**src/rtl/wiper_pkg.sv**
```systemverilog
package wiper_pkg;

  localparam int BYTE_W = 8;

  typedef enum logic [3:0] {
    ST_IDLE,
    ST_ID,
    ST_ID_ACK,
    ST_ADDR,
    ST_ADDR_ACK,
    ST_WR,
    ST_WR_ACK,
    ST_RD,
    ST_RD_ACK
  } ctlState_t;

  // Synchronized bus events handed to the control
  typedef struct packed {
    logic sclHigh;
    logic sclRise;
    logic sclFall;
    logic startSeen;
    logic stopSeen;
    logic sdaBit;
  } busEvt_t;

  // Strobes from control to datapath
  typedef struct packed {
    logic shiftIn;
    logic loadAddr;
    logic writeReg;
    logic incAddr;
    logic loadTx;
    logic shiftTx;
  } dpStrobe_t;

endpackage

```
**src/rtl/wiper_bus_sync.sv**
```systemverilog
module wiper_bus_sync
  import wiper_pkg::*;
#(
  parameter int STAGES = 2
) (
  input  logic    clk,
  input  logic    rstN,
  input  logic    sclIn,
  input  logic    sdaIn,
  output busEvt_t evt
);

  logic [STAGES-1:0] sclPipe;
  logic [STAGES-1:0] sdaPipe;
  logic              sclLast;
  logic              sdaLast;
  logic              sclS;
  logic              sdaS;

  // Idle bus is high on both lines
  always_ff @(posedge clk or negedge rstN) begin
    if (!rstN) begin
      sclPipe <= '1;
      sdaPipe <= '1;
      sclLast <= 1'b1;
      sdaLast <= 1'b1;
    end else begin
      sclPipe <= {sclPipe[STAGES-2:0], sclIn};
      sdaPipe <= {sdaPipe[STAGES-2:0], sdaIn};
      sclLast <= sclS;
      sdaLast <= sdaS;
    end
  end

  assign sclS = sclPipe[STAGES-1];
  assign sdaS = sdaPipe[STAGES-1];

  assign evt.sclHigh   = sclS;
  assign evt.sdaBit    = sdaS;
  assign evt.sclRise   = sclS & ~sclLast;
  assign evt.sclFall   = ~sclS & sclLast;
  assign evt.startSeen = sclS & sclLast & sdaLast & ~sdaS;
  assign evt.stopSeen  = sclS & sclLast & ~sdaLast & sdaS;

endmodule

```
**src/rtl/wiper_i2c_dp.sv**
```systemverilog
module wiper_i2c_dp
  import wiper_pkg::*;
#(
  parameter int                 NUM_WIPERS = 2,
  parameter int                 WIPER_W    = 8,
  parameter int                 STRAP_W    = 3,
  parameter logic [3:0]         DEV_TYPE   = 4'b1010,
  parameter logic [WIPER_W-1:0] RESET_CODE = 8'h80,
  parameter logic [WIPER_W-1:0] SHDN_CODE  = 8'h00
) (
  input  logic                          clk,
  input  logic                          rstN,
  input  dpStrobe_t                     stb,
  input  logic                          sdaBit,
  input  logic [STRAP_W-1:0]            strapAddr,
  input  logic                          shutdownIn,
  output logic                          idHit,
  output logic                          rwBit,
  output logic                          txBit,
  output logic [NUM_WIPERS*WIPER_W-1:0] wiperFlat
);

  logic [BYTE_W-1:0]  rxShift;
  logic [BYTE_W-1:0]  txShift;
  logic [BYTE_W-1:0]  addrReg;
  logic [BYTE_W-1:0]  rdByte;
  logic [WIPER_W-1:0] wiperReg [NUM_WIPERS];

  // Receive shifter, MSB first
  always_ff @(posedge clk or negedge rstN) begin
    if (!rstN)            rxShift <= '0;
    else if (stb.shiftIn) rxShift <= {rxShift[BYTE_W-2:0], sdaBit};
  end

  assign idHit = (rxShift[7:4] == DEV_TYPE) && (rxShift[3:1] == strapAddr);
  assign rwBit = rxShift[0];

  // Register pointer
  always_ff @(posedge clk or negedge rstN) begin
    if (!rstN)             addrReg <= '0;
    else if (stb.loadAddr) addrReg <= rxShift;
    else if (stb.incAddr)  addrReg <= addrReg + 1'b1;
  end

  // Wiper registers and parked outputs
  for (genvar w = 0; w < NUM_WIPERS; w++) begin : g_wiper
    always_ff @(posedge clk or negedge rstN) begin
      if (!rstN)
        wiperReg[w] <= RESET_CODE;
      else if (stb.writeReg && addrReg == BYTE_W'(w))
        wiperReg[w] <= rxShift[WIPER_W-1:0];
    end

    assign wiperFlat[w*WIPER_W +: WIPER_W] = shutdownIn ? SHDN_CODE : wiperReg[w];


    wiper_hold_chk: assert property (@(posedge clk) disable iff (!rstN)
      (addrReg != BYTE_W'(w) || !stb.writeReg) |=> wiperReg[w] == $past(wiperReg[w]));
  end

  // Read source: stored value, all ones for unused pointers
  always_comb begin
    rdByte = '1;
    for (int w = 0; w < NUM_WIPERS; w++)
      if (addrReg == BYTE_W'(w)) rdByte = BYTE_W'(wiperReg[w]);
  end

  // Transmit shifter, refilled with ones so a drained shifter releases the line
  always_ff @(posedge clk or negedge rstN) begin
    if (!rstN)            txShift <= '1;
    else if (stb.loadTx)  txShift <= rdByte;
    else if (stb.shiftTx) txShift <= {txShift[BYTE_W-2:0], 1'b1};
  end

  assign txBit = txShift[BYTE_W-1];


  wr_store_chk: assert property (@(posedge clk) disable iff (!rstN)
    (stb.writeReg && addrReg == '0) |=> wiperReg[0] == $past(rxShift[WIPER_W-1:0]));


  addr_step_chk: assert property (@(posedge clk) disable iff (!rstN)
    (stb.incAddr && !stb.loadAddr) |=> addrReg == $past(addrReg) + 8'd1);


  tx_exclusive_chk: assert property (@(posedge clk) disable iff (!rstN)
    $onehot0({stb.loadTx, stb.shiftTx, stb.shiftIn}));

endmodule

```
**src/rtl/wiper_i2c_ctl.sv**
```systemverilog
module wiper_i2c_ctl
  import wiper_pkg::*;
#(
  parameter int PWRUP_CYCLES = 64
) (
  input  logic      clk,
  input  logic      rstN,
  input  busEvt_t   evt,
  input  logic      idHit,
  input  logic      rwBit,
  input  logic      txBit,
  output dpStrobe_t stb,
  output logic      sdaDriveLow
);

  localparam int PW_W = $clog2(PWRUP_CYCLES + 1);

  ctlState_t   state, stateNxt;
  logic [3:0]  bitCnt, cntNxt;
  logic        rdMode, rdNxt;
  logic        mAck, mAckNxt;
  logic [PW_W-1:0] pwrCnt;
  logic        pwrBusy;

  // Power-up window during which START is not honoured
  assign pwrBusy = (pwrCnt != PW_W'(PWRUP_CYCLES));

  always_ff @(posedge clk or negedge rstN) begin
    if (!rstN)        pwrCnt <= '0;
    else if (pwrBusy) pwrCnt <= pwrCnt + 1'b1;
  end

  always_comb begin
    stateNxt = state;
    cntNxt   = bitCnt;
    rdNxt    = rdMode;
    mAckNxt  = mAck;
    stb      = '0;
    if (evt.stopSeen) begin
      stateNxt = ST_IDLE;
    end else if (evt.startSeen && !pwrBusy) begin
      stateNxt = ST_ID;
      cntNxt   = '0;
    end else begin
      case (state)
        ST_ID, ST_ADDR, ST_WR: begin
          if (evt.sclRise && bitCnt != 4'd8) begin
            stb.shiftIn = 1'b1;
            cntNxt      = bitCnt + 1'b1;
          end else if (evt.sclFall && bitCnt == 4'd8) begin
            cntNxt = '0;
            if (state == ST_ID) begin
              if (idHit) begin
                stateNxt = ST_ID_ACK;
                rdNxt    = rwBit;
              end else begin
                stateNxt = ST_IDLE;
              end
            end else if (state == ST_ADDR) begin
              stb.loadAddr = 1'b1;
              stateNxt     = ST_ADDR_ACK;
            end else begin
              stb.writeReg = 1'b1;
              stb.incAddr  = 1'b1;
              stateNxt     = ST_WR_ACK;
            end
          end
        end
        ST_ID_ACK: begin
          if (evt.sclFall) begin
            if (rdMode) begin
              stateNxt   = ST_RD;
              stb.loadTx = 1'b1;
            end else begin
              stateNxt = ST_ADDR;
            end
          end
        end
        ST_ADDR_ACK, ST_WR_ACK: begin
          if (evt.sclFall) stateNxt = ST_WR;
        end
        ST_RD: begin
          if (evt.sclRise && bitCnt != 4'd8) begin
            cntNxt = bitCnt + 1'b1;
          end else if (evt.sclFall) begin
            if (bitCnt == 4'd8) begin
              cntNxt      = '0;
              stb.incAddr = 1'b1;
              stateNxt    = ST_RD_ACK;
            end else if (bitCnt != 4'd0) begin
              stb.shiftTx = 1'b1;
            end
          end
        end
        ST_RD_ACK: begin
          if (evt.sclRise) begin
            mAckNxt = ~evt.sdaBit;
          end else if (evt.sclFall) begin
            if (mAck) begin
              stateNxt   = ST_RD;
              stb.loadTx = 1'b1;
            end else begin
              stateNxt = ST_IDLE;
            end
          end
        end
        default: stateNxt = ST_IDLE;
      endcase
    end
  end

  always_ff @(posedge clk or negedge rstN) begin
    if (!rstN) begin
      state  <= ST_IDLE;
      bitCnt <= '0;
      rdMode <= 1'b0;
      mAck   <= 1'b0;
    end else begin
      state  <= stateNxt;
      bitCnt <= cntNxt;
      rdMode <= rdNxt;
      mAck   <= mAckNxt;
    end
  end

  // Pull low in the three acknowledge slots and for zero bits of a read
  assign sdaDriveLow = (state == ST_ID_ACK) || (state == ST_ADDR_ACK) ||
                       (state == ST_WR_ACK) || (state == ST_RD && !txBit);


  drive_scl_low_chk: assert property (@(posedge clk) disable iff (!rstN)
    !$stable(sdaDriveLow) |-> !evt.sclHigh);


  stop_idle_chk: assert property (@(posedge clk) disable iff (!rstN)
    evt.stopSeen |=> state == ST_IDLE);


  pwrup_ignore_chk: assert property (@(posedge clk) disable iff (!rstN)
    pwrBusy |-> state == ST_IDLE);


  id_miss_chk: assert property (@(posedge clk) disable iff (!rstN)
    (state == ST_ID && evt.sclFall && bitCnt == 4'd8 && !idHit && !evt.startSeen && !evt.stopSeen)
      |=> (state == ST_IDLE && !sdaDriveLow));


  rd_release_chk: assert property (@(posedge clk) disable iff (!rstN)
    state == ST_RD_ACK |-> !sdaDriveLow);

endmodule

```
**src/rtl/wiper_i2c_top.sv**
```systemverilog
module wiper_i2c_top
  import wiper_pkg::*;
#(
  parameter int         SYNC_STAGES  = 2,
  parameter int         PWRUP_CYCLES = 64,
  parameter logic [7:0] RESET_CODE   = 8'h80,
  parameter logic [7:0] SHDN_CODE    = 8'h00
) (
  input  logic       clk,
  input  logic       rstN,
  input  logic       sclIn,
  input  logic       sdaIn,
  input  logic [2:0] strapAddr,
  input  logic       shutdownIn,
  output logic [7:0] wiper0Code,
  output logic [7:0] wiper1Code,
  output logic       sdaDriveLow
);

  localparam int NUM_WIPERS = 2;
  localparam int WIPER_W    = 8;

  busEvt_t   evt;
  dpStrobe_t stb;
  logic      idHit;
  logic      rwBit;
  logic      txBit;
  logic [NUM_WIPERS*WIPER_W-1:0] wiperFlat;

  wiper_bus_sync #(.STAGES(SYNC_STAGES)) u_sync (
    .clk   (clk),
    .rstN  (rstN),
    .sclIn (sclIn),
    .sdaIn (sdaIn),
    .evt   (evt)
  );

  wiper_i2c_ctl #(.PWRUP_CYCLES(PWRUP_CYCLES)) u_ctl (
    .clk         (clk),
    .rstN        (rstN),
    .evt         (evt),
    .idHit       (idHit),
    .rwBit       (rwBit),
    .txBit       (txBit),
    .stb         (stb),
    .sdaDriveLow (sdaDriveLow)
  );

  wiper_i2c_dp #(
    .NUM_WIPERS (NUM_WIPERS),
    .WIPER_W    (WIPER_W),
    .STRAP_W    (3),
    .RESET_CODE (RESET_CODE),
    .SHDN_CODE  (SHDN_CODE)
  ) u_dp (
    .clk        (clk),
    .rstN       (rstN),
    .stb        (stb),
    .sdaBit     (evt.sdaBit),
    .strapAddr  (strapAddr),
    .shutdownIn (shutdownIn),
    .idHit      (idHit),
    .rwBit      (rwBit),
    .txBit      (txBit),
    .wiperFlat  (wiperFlat)
  );

  assign wiper0Code = wiperFlat[0*WIPER_W +: WIPER_W];
  assign wiper1Code = wiperFlat[1*WIPER_W +: WIPER_W];

endmodule

```
**config.mk**
```make
export PLATFORM = sky130hd
export DESIGN_NAME = wiper_i2c_top
export DESIGN_NICKNAME = d
export VERILOG_FILES = /design/src/rtl/wiper_pkg.sv /design/src/rtl/wiper_bus_sync.sv /design/src/rtl/wiper_i2c_dp.sv /design/src/rtl/wiper_i2c_ctl.sv /design/src/rtl/wiper_i2c_top.sv
export SDC_FILE = /design/constraint.sdc
export NUM_CORES = 1
export LEC_CHECK = 0
export BUFFER_PORTS_ARGS = -buffer_cell sky130_fd_sc_hd__buf_2
export CAP_MARGIN = 30
export CORE_ASPECT_RATIO = 1.75
export CORE_MARGIN = 4
export CORE_UTILIZATION = 55
export DETAILED_ROUTE_END_ITERATION = 10
export GPL_TIMING_DRIVEN = 1
export PLACE_DENSITY_LB_ADDON = 0.1
export RECOVER_POWER = 25
export SLEW_MARGIN = 20
export SYNTH_ARGS = -nofsm -noshare
export SYNTH_HDL_FRONTEND = slang
export SYNTH_SLANG_ARGS = --single-unit
```
**constraint.sdc**
```tcl
create_clock -name clk -period 2.32 [get_ports clk]
set_clock_uncertainty 0.1 [all_clocks]
set_input_delay 0.232 -clock clk [delete_from_list [all_inputs] [get_ports clk]]
set_output_delay 0.232 -clock clk [all_outputs]
set_load 0.05 [all_outputs]
```
; Yosys cells after proc, flatten, opt, wreduce, memory -nomap -nowiden
; Index checks and enable logic that the tools add are counted.
[word_totals]
reg_bits = 63
in_bits = 8
output_inout_bits = 17
word_cells = 136
[op_classes]
n_addsub = 3
n_eq_ne = 26
mux = 56
bitwise_logic = 14
reduce_logical = 23
[op_table]
columns = cell, n
row1 = two-way mux 4 bit, 17
row2 = two-way mux 8 bit, 8
row3 = "inequality test 4 x 2 -> 1 bit, second input constant", 6
row4 = two-way mux 3 bit, 7
row5 = case mux 4 bit (5 select lines), 1
row6 = "equality test 4 x 3 -> 1 bit, second input constant", 4
row7 = two-way mux 1 bit, 15
row8 = "equality test 4 bit, second input constant", 3
row9 = two-way mux 6 bit, 2
row10 = "inequality test 4 x 1 -> 1 bit, second input constant", 3
row11 = AND reduction 9 bit, 1
row12 = "adder 8 x 1 -> 8 bit, second input constant", 1
row13 = "equality test 4 x 2 -> 1 bit, second input constant", 2
row14 = "equality test 8 x 1 -> 1 bit, second input constant", 1
row15 = logical NOT 8 bit, 1
row16 = "inequality test 4 x 3 -> 1 bit, second input constant", 2
row17 = "inequality test 4 bit, second input constant", 2
row18 = case mux 4 bit (2 select lines), 1
row19 = "adder 7 x 1 -> 7 bit, second input constant", 1
row20 = bitwise AND 1 bit, 7
row21 = logical AND 1 bit, 7
row22 = "inequality test 7 bit, second input constant", 1
row23 = NOT 1 bit, 7
row24 = AND reduction 7 bit, 1
row25 = other kinds (14), 21

; Depth between registers and ports, before layout
; Gate-level depths: netlist (run 1).
[depth]
ltp_word = 10
depth_mapped = 7
mapped_depth_nobuf = 6

; Cells and area by module
; From an unflattened synthesis (run 1), not the netlist that was laid out.
[hier_totals]
cells_unflattened = 297
hier_area_um2 = 3352.0
[by_module_without_submodules]
columns = module, n_inst, cells_per_inst, area_each_um2, seq_area_each_um2
row1 = wiper_i2c_dp, 1, 163, 2000.7, 1013.5
row2 = wiper_i2c_ctl, 1, 122, 1146.1, 425.4
row3 = wiper_bus_sync, 1, 12, 205.2, 157.7

; Worst setup path before layout (run 1)
; No wires, ideal clock.
[synth_path]
kind = register to register
from = reg u_ctl.bitCnt[0]
to = reg u_dp.wiperReg[11] (netlist bit)
setup_time_ps = 128
t_arrival_ps = 1843
required_time_ps = 2092
slack_ps = 250
stages_incl_launch_ff = 7
path_buffers = 0
period_less_slack_ps = 2070
path_cell_list = dfrtp_1 inv_1 ha_1 nand3b_1 nor3_1 nand3_2 mux2_1
[synth_between]
elab_chain_cells = 8
word_cells_on_any_way = 10
classes_between = 2 x eq/ne / 5 x mux / 3 x reduce/logical
[synth_rtl]
columns = element, line_no
row1 = start: declaration, wiper_i2c_ctl.sv:19  ; logic [3:0] bitCnt, cntNxt;
row2 = start signal: assignment, wiper_i2c_ctl.sv:120  ; bitCnt <= cntNxt;
row3 = equality test 4 bit, wiper_i2c_ctl.sv:50  ; end else if (evt.sclFall && bitCnt == 4'd8) begin
row4 = logical AND 1 bit, wiper_i2c_ctl.sv:50
row5 = two-way mux 3 bit, wiper_i2c_ctl.sv:50
row6 = two-way mux 3 bit *, wiper_i2c_ctl.sv:47  ; if (evt.sclRise && bitCnt != 4'd8) begin
row7 = two-way mux 3 bit *, wiper_i2c_ctl.sv:45  ; case (state)
row8 = two-way mux 6 bit *, wiper_i2c_ctl.sv:41  ; end else if (evt.startSeen && !pwrBusy) begin
row9 = two-way mux 6 bit *, wiper_i2c_ctl.sv:39  ; if (evt.stopSeen) begin
row10 = logical AND 1 bit *, wiper_i2c_dp.sv:50  ; else if (stb.writeReg && addrReg == BYTE_W'(w))
row11 = end signal: indexed assignment, wiper_i2c_dp.sv:51  ; wiperReg[w] <= rxShift[WIPER_W-1:0];
row12 = end: declaration, wiper_i2c_dp.sv:27  ; logic [WIPER_W-1:0] wiperReg [NUM_WIPERS];
; Every way passes the cells marked *; elsewhere a longest branch is shown, timed or not.
; A chain may end at the register's enable or synchronous reset.

; Worst setup path in the final report (run 1)
[layout_path]
from = reg u_dp.addrReg[4]
to = reg u_dp.wiperReg[0] (netlist bit)
[layout_between]
elab_chain_cells = 2
[layout_rtl]
columns = element, line_no
row1 = start: declaration, wiper_i2c_dp.sv:25  ; logic [BYTE_W-1:0] addrReg;
row2 = start signal: assignment, wiper_i2c_dp.sv:41  ; else if (stb.loadAddr) addrReg <= rxShift;
row3 = start signal: assignment, wiper_i2c_dp.sv:42  ; else if (stb.incAddr) addrReg <= addrReg + 1'b1;
row4 = equality test 8 x 1 -> 1 bit, wiper_i2c_dp.sv:50
row5 = logical AND 1 bit, wiper_i2c_dp.sv:50
; No other way between the ends.

==> results of run 1 <==
cells in the mapped netlist (2+ instances only):
library cell  number  area share [%]
dfrtp_1           47              34
mux2i_1           23             6.7
mux2_2            20             6.6
nor2b_1           17             3.1
dfstp_2           16              12
nor2_1            15             1.6
nand3_1           14             2.0
nand2b_1          13             2.4
nor3_1            12             1.8
o21ai_0           12             1.8
inv_1             11             1.2
a22oi_1           10             2.2
nand2_1           10             1.1
ha_1               7             2.6
xnor2_1            7             1.8
mux2_1             6             2.0
a21oi_1            4            0.59
clkbuf_1           4            0.44
a31oi_1            3            0.55
buf_2              3            0.44
nand3b_1           3            0.66
o2bb2ai_1          3            0.77
xor2_1             3            0.77
a211oi_1           2            0.44
a2bb2oi_1          2            0.51
buf_6              2            0.66
clkbuf_2           2            0.29
nand3_2            2            0.59
nand4_1            2            0.37
nand4bb_1          2            0.66
nor4_4             2             1.2
o21a_1             2            0.44
o31ai_1            2            0.44
or4_1              2            0.44
or4_4              2            0.66
where the power goes:
| part | total (mW) | switching [mW] | leakage (nW) | internal [mW] |
|---|---|---|---|---|
| clock network | 1.12 | 0.424 | 0.119 | 0.694 |
| logic | 0.849 | 0.465 | 0.887 | 0.383 |
| registers | 1.50 | 0.245 | 0.783 | 1.25 |
| total | 3.46 | 1.13 | 1.79 | 2.33 |
layout make-up:
| type | count | area (um^2) | area share, % |
|---|---|---|---|
| multi-input combinational | 221 | 1710 | 43.0 |
| sequential | 63 | 1600 | 40.1 |
| clock buffer | 12 | 165 | 4.15 |
| tap | 78 | 97.6 | 2.45 |
| inverter | 11 | 41.3 | 1.04 |
| clock inverter | 4 | 76.3 | 1.92 |
| timing repair buffer | 47 | 294 | 7.38 |
cells by family after synthesis:
logic type	count (synthesis)	share of synthesized area [%]
DFF	63	46.7
muxes	49	15.3
AOI/OAI and AO/OA	50	10.9
xor gates and xnor gates	10	2.56
and+or+nand+nor	105	18.8
buffers and inverters	23	3.26
adders and majority gates	7	2.56
stage by stage:
stage | cell area [um^2] | cells | power [mW]
2_1_floorplan | 3420 | 307 | 2.05
3_3_place_gp | 3720 | 417 | 2.35
3_5_place_dp | 3720 | 417 | 2.37
4_1_cts | 3990 | 436 | 3.50
5_1_grt | 3980 | 436 | 3.65
6_report | 3980 | 436 | 3.46
critical path, cell delays in order, from the launching register on:
cell and delay (ns):
dfrtp_1 0.45, or4_4 0.58, nor4_4 0.29, nand3_2 0.27
mux2_1 0.39
flip-flops by register name, summed over array words and instances, names as in the netlist:
| register | flops |
|---|---|
| u_ctl.bitCnt | 4 |
| u_ctl.mAck | 1 |
| u_ctl.pwrCnt | 7 |
| u_ctl.rdMode | 1 |
| u_ctl.state | 4 |
| u_dp.addrReg | 8 |
| u_dp.rxShift | 8 |
| u_dp.txShift | 8 |
| u_dp.wiperReg | 16 |
| u_sync.sclLast | 1 |
| u_sync.sclPipe | 2 |
| u_sync.sdaLast | 1 |
| u_sync.sdaPipe | 2 |
layer usage:
layer	global-route usage (%)	vias up	routed length [um]
li1	-	1203	-
met1	24.0	1243	2740
met2	40.7	35	4440
met3	4.20	12	196
met4	7.59	0	138
met5	0	-	0
repair_timing:
item	4_1_cts	5_1_grt
setup endpoints to repair	0	0
endpoints found under the hold margin	11	0
hold buffers	3	0
worst max path at each step:
| stage | end | startpoint |
|---|---|---|
| finish | u_dp.wiperReg[0] | u_dp.addrReg[4] |
| global route | u_dp.wiperReg[0] | u_ctl.bitCnt[0] |
| CTS | u_dp.wiperReg[0] | u_dp.addrReg[4] |
| detailed placement | u_dp.wiperReg[0] | u_dp.addrReg[4] |
| global placement | u_dp.wiperReg[11] | u_dp.addrReg[4] |
| floorplan | u_dp.wiperReg[11] | u_ctl.bitCnt[0] |
==> summary.txt, run 1 <==
Detailed routing
  – Routed Antenna Nets: 0
  – Initial DRC count: approximately 130
  – DRC: 0
  – Vias: roughly 2,500
  – Wire per inst: approximately 17 um
  – Routed WL: 7510 um
  – Drt first pass iters: 4
  – Avg Vias per Cell: between 5 and 6

Clock tree
  – Clk Latency, worst-skew pair: about 0.34 ns
  – Num CTS Buffers: 9
  – Longest Clk Path Bufs: 2
  – Postcts setup bufs: 0
  – Reg clk slew, reported paths: ~0.070 ns
  – Clock sinks: 63
  – # H-tree levels: 3
  – Cts repair resizes: 0
  – CTS tree: done
  – Clk root buf: clkbuf_8

Setup path
  – CP Capture Type: flop
  – Setup crit start kind: flop
  – R2R cell count: 4
  – Reg-to-reg critical path startpoint: u_dp.addrReg[4]
  – Worst EP required: ~2.4 ns
  – Setup CP Type: reg2reg
  – Crit path max fanout: 8
  – Reg2reg end: u_dp.wiperReg[0]
  – Worst R2R Setup Slack: 0.12 ns
  – CP arrival: ~2.3 ns

Place
  – Gp weighted congestion: between 0.8 and 0.9
  – DP Wirelength: between 5000 and 6000 um
  – IO Port Bufs: 24
  – Place WS: 0.138 ns

Min path
  – Critical hold path startpoint: u_sync.sclPipe[0]
  – Worst hold endpoint: u_sync.sclPipe[1]
  – Worst Hold Depth: 0
  – Hold Path Class: reg2reg

Global route
  – Largest net degree at the start of global routing: 25
  – Vias in the first global route: approximately 2,400
  – Initial antenna violation count: 0
  – First-pass GRT wire length: roughly 12,000 um
  – GRT Overall Usage: between 20% and 30%
  – Global route total overflow: 0

Floorplanning
  – Die width: 67.6 um
  – Initial Util: around 57%
  – Die H: roughly 110 um
  – Core area: ~6000 um^2
  – # IOs: 25
  – Num rows: 37
  – Die Area: 7590 um^2

Timing
  – Slew Viols, Final: 0
  – WHS: approximately 0.26 ns
  – Final setup viols: 0
  – Fmax: 0.454 GHz
  – Count of final hold-check violations: 0
  – Post-layout min period: ~2.2 ns
  – Final Cycle Share: around 95%
  – Relative slew margins: between 20% and 30%
  – Final setup margin: roughly 0.12 ns
  – Setup TNS: 0 ns
  – RSZ-0062 raised after global routing: no
  – Tightest Pin Transition: 1.19 ns

Synth
  – Yosys cell types: 55
  – Yosys warns: 0
  – Main synth FF type: dfrtp_1
  – Post-Syn Nets: around 320
  – EDFF count, synth: 0
  – Ys async rst share: 100%
  – Synthesized cell area: 3420 um^2
  – FF+latch count, synth: 63
  – Sequential area share after synthesis: between 40% and 50%
  – Syn Area/Cell: around 11 um^2
  – Synthesized netlist cell count: 307

Job
  – Max-Cap Viols: 0

Layout
  – Post-layout util: roughly 67%
  – ANT cells: 0
  – Nets@finish: 368
  – Most frequent cells in the layout: dfrtp_1, mux2i_1, buf_2
  – Area grow syn2layout: 16.5%
  – Fillers: roughly 460
  – Fraction of layout cells with a size suffix above 1: around 29%
  – Commonest non-fill, non-tap cell in the layout: dfrtp_1

Power and ir drop
  – Pwr dens: around 870 nW/um^2
  – Pleak: between 1.5 and 2 nW
  – Max VDD drop: about 580 uV

Outcome
  – Outcome: complete, no violations
Note: power is estimated with default switching activity, not from simulation.
==> run 2, diff against run 1 <==
--- a/config.mk
+++ b/config.mk
@@ -17,4 +17,5 @@
 export SLEW_MARGIN = 20
 export SYNTH_ARGS = -nofsm -noshare
 export SYNTH_HDL_FRONTEND = slang
+export SYNTH_HIERARCHICAL = 1
 export SYNTH_SLANG_ARGS = --single-unit
==> summary.txt, run 2 <==
Layout
  – Fraction of layout cells with a size suffix above 1: approximately 42%
  – Largest register FFs: 16
  – Largest Register: u_dp/wiperReg
  – Final cell count without fillers: between 400 and 500
  – Post-route cell area: around 4300 um^2
  – Commonest non-fill, non-tap cell in the layout: dfrtp_1
  – Area grow syn2layout: 30.0%
  – Nets@finish: approximately 400
  – Post-layout util: between 70% and 80%
  – ANT cells: 0
  – Most frequent cells in the layout: dfrtp_1, buf_4, nor2b_1

Detailed routing
  – Routed Antenna Nets: 0
  – DRC: 0
  – Initial DRC count: a little over 80
  – Vias: 2,586
  – Avg Vias per Cell: between 5 and 6
  – Routed length on met2: roughly 4400 um
  – Routed WL: around 8000 um
  – Top layer in use: met4
  – Drt first pass iters: 4
  – Wire per inst: between 15 and 20 um
  – M1 WL: 2940 um
  – Met3 wire len: 216 um

Timing
  – Count of final hold-check violations: 0
  – Setup TNS: -4.41 ns
  – Final Cycle Share: 108%
  – Final setup margin: -0.183 ns
  – Fmax: between 0.3 and 0.4 GHz
  – Tightest Pin Transition: between 1.5 and 2 ns
  – Relative slew margins: -3.39%
  – Post-layout min period: about 2.5 ns
  – RSZ-0062 raised after global routing: yes
  – Final setup viols: 39
  – WHS: 0.257 ns
  – Slew Viols, Final: 64

Global route
  – Global route total overflow: 0
  – Vias in the first global route: 2,723
  – Initial antenna violation count: 0
  – GRT Overall Usage: 22.7%
  – First-pass GRT wire length: approximately 13,000 um
  – Largest net degree at the start of global routing: 64

Floorplanning
  – Num rows: 37
  – Die width: 66.9 um
  – Core area: 5880 um^2
  – Die H: around 110 um
  – # IOs: 25
  – Die Area: between 7000 and 8000 um^2
  – Initial Util: 56.9%

Clock tree
  – Clk root buf: clkbuf_8
  – Clk Latency, worst-skew pair: roughly 0.35 ns
  – Num CTS Buffers: 9
  – # H-tree levels: 3
  – CTS tree: done
  – Clock sinks: 63
  – Longest Clk Path Bufs: 2
  – Reg clk slew, reported paths: approximately 0.070 ns

Setup path
  – Buf/Inv on CP: 1
  – CP Capture Type: flop
  – CP arrival: 2.63 ns
  – Slowest stage cell, crit path: dfstp_2
  – Top delay family on crit path: simple AND/OR/NAND/NOR gates
  – CP peak stage delay: around 0.53 ns
  – Worst EP required: ~2.5 ns
  – Setup CP Type: reg2reg
  – Setup crit start kind: flop
  – Worst path cell trace: and4b_2 -> or3b_4 -> a211o_4 -> nor3_2 -> buf_4 -> nand4_4 -> mux2_4
  – Crit path max fanout: 8

Synth
  – Post-Syn Nets: around 310
  – Yosys warns: 6
  – Synthesized cell area: ~3300 um^2
  – Synthesized netlist cell count: between 200 and 300
  – Syn Area/Cell: between 10 and 15 um^2

Outcome
  – Failing checks: capacitance limit, slew limit, setup timing
  – Outcome: finished, violations left

Place
  – DP Wirelength: roughly 5400 um
  – Cells after DPL: approximately 430
  – IO Port Bufs: 24
  – Place WS: -0.167 ns
  – Gp weighted congestion: between 0.8 and 0.9
  – Placed Area: between 3000 and 4000 um^2

Power and ir drop
  – Design Power: around 2.5 mW
  – Pwr dens: approximately 570 nW/um^2
  – Max VDD drop: roughly 840 uV
  – Pleak: 2.04 nW

Job
  – Max-Cap Viols: 1

Min path
  – Hold Path Class: reg2reg
-- run 2: worst paths after layout --
kind	from	end	slack [ns]	cells after the start
worst max-delay path	u_sync/sdaLast	u_dp/wiperReg[13]	-0.18	7
worst min register to register	u_sync/sdaPipe[0]	u_sync/sdaPipe[1]	0.26	0
worst min-delay path	u_sync/sdaPipe[0]	u_sync/sdaPipe[1]	0.26	0
min in group asynchronous	rstN	u_ctl/pwrCnt[5]	0.79	3
max in group asynchronous	rstN	u_ctl/bitCnt[1]	0.40	3
worst max register to register	u_sync/sdaLast	u_dp/wiperReg[13]	-0.18	7
-- run 2: area by class of cell --
cell class,count,area [um^2]
clock buffers,12,135
clock inverters,4,70.1
fillers,434,1530
inverters,12,45.0
multi-input cells,209,1860
flip-flops and latches,63,1600
well taps,78,97.6
repair buffers,79,546
-- run 2: routing by layer --
layer | vias to the layer above | global-route usage (%)
met4 | 0 | 11.1
met3 | 19 | 5.58
met1 | 1277 | 24.1
met2 | 50 | 40.3
li1 | 1240 | -
met5 | - | 0
-- run 2: what timing repair did --
| item | CTS | global route |
|---|---|---|
| cloned | 0 | 0 |
| endpoints found under the setup margin | 37 | 43 |
| pin swaps | 4 | 5 |
| endpoints found under the hold margin | 49 | 0 |
| buffers inserted | 5 | 2 |
| resized for setup | 17 | 19 |
| hold buffers | 3 | 0 |
-- run 2: power by group --
group	switching (mW)	internal, mW
registers	0.0597	1.15
logic	0.112	0.124
clock network	0.411	0.602
